==> config.mk <==
export PLATFORM = sky130hd
export DESIGN_NAME = steAccessCheck
export DESIGN_NICKNAME = d
export VERILOG_FILES = /design/src/rtl/steCheckPkg.sv /design/src/rtl/steCheckCtrl.sv /design/src/rtl/steCheckData.sv /design/src/rtl/steAccessCheck.sv
export SDC_FILE = /design/constraint.sdc
export NUM_CORES = 1
export LEC_CHECK = 0
export BUFFER_PORTS_ARGS = -buffer_cell sky130_fd_sc_hd__buf_2
export CAP_MARGIN = 20
export CORE_AREA = 2 2 103 105
export DETAILED_ROUTE_END_ITERATION = 8
export DIE_AREA = 0 0 105 107
export GPL_TIMING_DRIVEN = 1
export PLACE_DENSITY = 0.56
export SYNTH_ARGS = -nofsm -noshare
export SYNTH_HDL_FRONTEND = slang
export SYNTH_HIERARCHICAL = 1
export SYNTH_SLANG_ARGS = --single-unit
==> constraint.sdc <==
create_clock -name clk -period 1.7 [get_ports clk]
set_input_delay 0.17 -clock clk [delete_from_list [all_inputs] [get_ports clk]]
set_output_delay 0.17 -clock clk [all_outputs]
set_load 0.01 [all_outputs]
==> src/rtl/steCheckPkg.sv <==
package steCheckPkg;

  typedef enum logic [1:0] {
    VERDICT_ALLOW   = 2'b00,
    VERDICT_ILLEGAL = 2'b01,
    VERDICT_VIRTUAL = 2'b10
  } verdict_e;

  localparam logic [1:0] PRIV_USER     = 2'b00;
  localparam logic [1:0] PRIV_SUPER    = 2'b01;
  localparam logic [1:0] PRIV_RESERVED = 2'b10;
  localparam logic [1:0] PRIV_MACHINE  = 2'b11;

  typedef struct packed {
    logic capture;
    logic clearOut;
  } ctlStrobes_t;

endpackage

==> src/rtl/steCheckCtrl.sv <==
module steCheckCtrl
  import steCheckPkg::*;
(
  input  logic        clk,
  input  logic        rst,
  input  logic        reqStrobe,
  output ctlStrobes_t strobes,
  output logic        done
);

  logic doneQ;

  always_comb begin
    strobes.capture  = reqStrobe && !rst;
    strobes.clearOut = rst;
  end

  always_ff @(posedge clk) begin
    if (rst) doneQ <= 1'b0;
    else     doneQ <= reqStrobe;
  end

  assign done = doneQ;

endmodule

==> src/rtl/steCheckData.sv <==
module steCheckData
  import steCheckPkg::*;
#(
  parameter int WORD_W = 64
) (
  input  logic              clk,
  input  ctlStrobes_t       strobes,
  input  logic [1:0]        privLevel,
  input  logic              virtOn,
  input  logic              stenPresent,
  input  logic              supPresent,
  input  logic [WORD_W-1:0] mEnable,
  input  logic [WORD_W-1:0] hEnable,
  input  logic [WORD_W-1:0] sEnable,
  input  logic [WORD_W-1:0] bitSelect,
  output logic [1:0]        verdict
);

  localparam int LEVELS = 3;

  logic [LEVELS-1:0] gateOpen;
  logic [WORD_W-1:0] levelWord [LEVELS];
  verdict_e          nextVerdict;
  verdict_e          verdictQ;

  assign levelWord[0] = mEnable;
  assign levelWord[1] = hEnable;
  assign levelWord[2] = sEnable;

  for (genvar g = 0; g < LEVELS; g++) begin : gLevel
    assign gateOpen[g] = |(levelWord[g] & bitSelect);
  end

  logic isUser;
  assign isUser = (privLevel == PRIV_USER);

  always_comb begin
    nextVerdict = VERDICT_ALLOW;
    if (privLevel == PRIV_MACHINE || !stenPresent)
      nextVerdict = VERDICT_ALLOW;
    else if (privLevel == PRIV_RESERVED)
      nextVerdict = VERDICT_ILLEGAL;
    else if (!gateOpen[0])
      nextVerdict = VERDICT_ILLEGAL;
    else if (virtOn && !gateOpen[1])
      nextVerdict = VERDICT_VIRTUAL;
    else if (virtOn && isUser && !gateOpen[2])
      nextVerdict = VERDICT_VIRTUAL;
    else if (isUser && supPresent && !gateOpen[2])
      nextVerdict = VERDICT_ILLEGAL;
  end

  always_ff @(posedge clk) begin
    if (strobes.clearOut)     verdictQ <= VERDICT_ALLOW;
    else if (strobes.capture) verdictQ <= nextVerdict;
  end

  assign verdict = verdictQ;

endmodule

==> src/rtl/steAccessCheck.sv <==
module steAccessCheck
  import steCheckPkg::*;
#(
  parameter int WORD_W = 64
) (
  input  logic              clk,
  input  logic              rst,
  input  logic              reqStrobe,
  input  logic [1:0]        privLevel,
  input  logic              virtOn,
  input  logic              stenPresent,
  input  logic              supPresent,
  input  logic [WORD_W-1:0] mEnable,
  input  logic [WORD_W-1:0] hEnable,
  input  logic [WORD_W-1:0] sEnable,
  input  logic [WORD_W-1:0] bitSelect,
  output logic [1:0]        verdict,
  output logic              done
);

  ctlStrobes_t strobes;

  steCheckCtrl uCtrl (
    .clk       (clk),
    .rst       (rst),
    .reqStrobe (reqStrobe),
    .strobes   (strobes),
    .done      (done)
  );

  steCheckData #(.WORD_W(WORD_W)) uData (
    .clk         (clk),
    .strobes     (strobes),
    .privLevel   (privLevel),
    .virtOn      (virtOn),
    .stenPresent (stenPresent),
    .supPresent  (supPresent),
    .mEnable     (mEnable),
    .hEnable     (hEnable),
    .sEnable     (sEnable),
    .bitSelect   (bitSelect),
    .verdict     (verdict)
  );

endmodule

==> flow_metrics.py <==
metrics = {
    "power": {
        "cellLeakagePower_nw": 1.792,
        "ir_worst_vdd_v": 0.0001282,
        "power_density_nw_per_um2": 325.2,
        "post-layout-total-power_w": 0.001068,
    },
    "sta": {
        "largest_clock_skew_in_the_final_design_ps": 0,
        "slew_violations": 0,
        "final_hold_viol_count": 0,
        "setup-tns-final_ps": -2.813,
        "unrepaired_setup_endpoints_after_global_routing": "true",
        "slew-limit-headroom": 0.7500,
        "finalWorstPathRequiredPeriod_ps": 1703,
        "achievable-frequency_ghz": 0.5873,
        "final_min_period_over_clock_period": 1.002,
        "timing.final.ws_setup_ps": -2.813,
        "least_margin_pin_slew_ps": 372.7,
        "report.final.setup_viol": 1,
    },
    "floorplan": {
        "dieHeight_um": 107,
        "chipWidth_um": 105,
        "ioPinCount": 267,
        "core_area_sq_um": 10090,
        "fp.dieArea_sq_um": 11240,
        "floorplan.initialDensity": 0.1136,
        "placement_rows": 37,
    },
    "layout": {
        "mostFrequentLayoutCells": "buf_2, buf_4, a22o_1",
        "num-fill-cells": 1112,
        "layout-area-overhead-vs-synth_pct": 186.6,
        "layout_commonest_cell": "buf_2",
        "drive_above_1_share": 0.7452,
        "final_cells": 607,
        "final_core_util": 0.3254,
        "design.final.nets": 736,
        "stdcell_area_sq_um": 3284,
        "antenna_cells_inserted": 0,
    },
    "worst_setup_path": {
        "critPathLaunch": "bitSelect[20]",
        "critical_path.reg2reg.startpoint": "uData/verdict[1]",
        "cp_data_required_time_ps": 1800,
        "ff2ff_path_depth": 1,
        "critical_path_class": "in -> reg",
        "worstPathMaxFanout": 2,
        "worst_setup_path_start_kind": "input pin",
        "worst_ep_arrival_time_ps": 1800,
        "setup.reg_to_reg.worst_slack_ps": 1090,
        "worstSetupEndpoint": "uData/verdict[1]",
        "setup.worst_path.end_class": "register",
        "timing.rr.end": "uData/verdict[1]",
    },
    "routing": {
        "initialDrtViolationCount": 146,
        "total_routed_wirelength_mm": 13.15,
        "routedWlPerCell_um": 21.66,
        "num_vias": 2926,
        "detail_route.vias_per_cell": 4.820,
        "post-route-drc-count": 0,
        "ant_nets": 0,
        "firstDrtPassIters": 4,
    },
    "yosys": {
        "synth-seq-area-share": 0.05240,
        "syn_avg_cell_area_sq_um": 8.366,
        "ys_types": 23,
        "syn-instance-count": 137,
        "ys_ff_latch": 3,
        "syn_nets": 401,
        "yosys_warnings": 6,
        "post_synthesis_instance_area_sq_um": 1146,
    },
    "grt": {
        "overflow": 0,
        "grt_start_max_net_pins": 6,
        "number_of_global_route_vias_before_repair": 3088,
        "global_route_wire_length_before_repair_mm": 18.15,
        "antenna_found_initial": 0,
        "global_route.usage.total": 0.2204,
    },
    "placement": {
        "globalplace.congestion": 0.9588,
        "dpl-instance-area_sq_um": 3128,
        "place.detailed.hpwl_mm": 12.22,
        "buffer_ports.inserted": 266,
        "place_inst": 603,
    },
    "cts": {
        "cts_htree_levels": 1,
        "cts_num_sinks": 3,
        "clk_pin_slew_ps": 30,
        "clk_root_buffer_cell": "clkbuf_8",
        "clock_path_buffers": 2,
        "hold_buffers": 0,
        "cts_inserted_buffers": 3,
        "tritoncts": "yes",
        "clkLatencyLatePin_ps": 210,
    },
    "job": {
        "max-cap-violations": 0,
    },
    "outcome": {
        "violations": "setup timing",
        "outcome": "finished with violations",
    },
    "hold_path": {
        "hp-class": "in -> reg",
    },
}
## flip-flops by register name, summed over array words and instances (netlist names)
signal         cells
uData/verdict      2
uCtrl/done         1
## worst min path at each step
stage	startpoint	end	slack [ps]	cells past startpoint
2_1_floorplan	rst	uCtrl/done	240	1
3_3_place_gp	rst	uCtrl/done	400	2
3_5_place_dp	rst	uCtrl/done	400	2
4_1_cts	reqStrobe	uCtrl/done	190	2
5_1_grt	reqStrobe	uCtrl/done	230	2
6_report	reqStrobe	uCtrl/done	190	2
## per-layer routing
metal  vias up  global-route usage  wire length, um
li1       1361                   -                -
met1      1372              0.2524             5056
met2       182              0.4341             6924
met3        11             0.02614              956
met4         0             0.04667              208
met5         -                   0                0
## stage by stage
stage / hold slack, ps / setup slack [ps]
4_1_cts: 185.8 / -8.507
5_1_grt: 229.7 / -51.76
3_5_place_dp: 401.5 / -423.3
2_1_floorplan: 241.6 / 103.9
3_3_place_gp: 397.2 / -421.9
6_report: 188.9 / -2.813
## layout make-up
type                       instances  area [sq um]  area share
timing repair buffer             331          1838      0.5596
multi-input combinational        131          1164      0.3543
tap                              136         170.2     0.05181
sequential                         3         60.06     0.01829
clock buffer                       4         45.04     0.01371
inverter                           2         7.507    0.002286
## where the power goes
group | switching, W | internal (W)
Combinational | 0.000341 | 0.000447
Clock | 0.0000467 | 0.000160
Sequential | 0.000000436 | 0.0000725
Total | 0.000388 | 0.000680
## timing repair
| item | CTS | global route |
|---|---|---|
| gates resized for setup | 10 | 6 |
| buffers inserted | 0 | 0 |
| setup endpoints to repair | 2 | 2 |
| cloned | 0 | 0 |
| pin swaps | 3 | 0 |
## critical path, cell delays in order
cell      delay, ps
buf_2           110
a22o_1          270
a221oi_1        240
nand4_1         130
or4_4           570
nor4b_4         150
a22o_1          170
## cell usage after synthesis, drive strengths merged
cell type	number	area share
buf	1	0.0066
nand2	7	0.023
dfxtp	3	0.052
nor2b	2	0.011
nor2	1	0.0033
and4	2	0.015
inv	2	0.0066
nor4	1	0.0055
nor3	1	0.0044
a211oi	2	0.013
or4	2	0.013
a222oi	2	0.017
a22o	34	0.26
a22oi	28	0.18
nand4	12	0.066
nor4b	1	0.0076
nand3	1	0.0044
a221oi	32	0.29
o221ai	1	0.0076
and3	1	0.0055
o22ai	1	0.0055
## kinds of logic after synthesis
family / after synthesis / share of synthesized area
AO/OA/AOI/OAI: 100 / 0.7762
flip-flops: 3 / 0.05240
buffers and inverters: 3 / 0.01311
AND/OR/NAND/NOR: 31 / 0.1583
No activity file was read; power rests on OpenSTA's default activity.
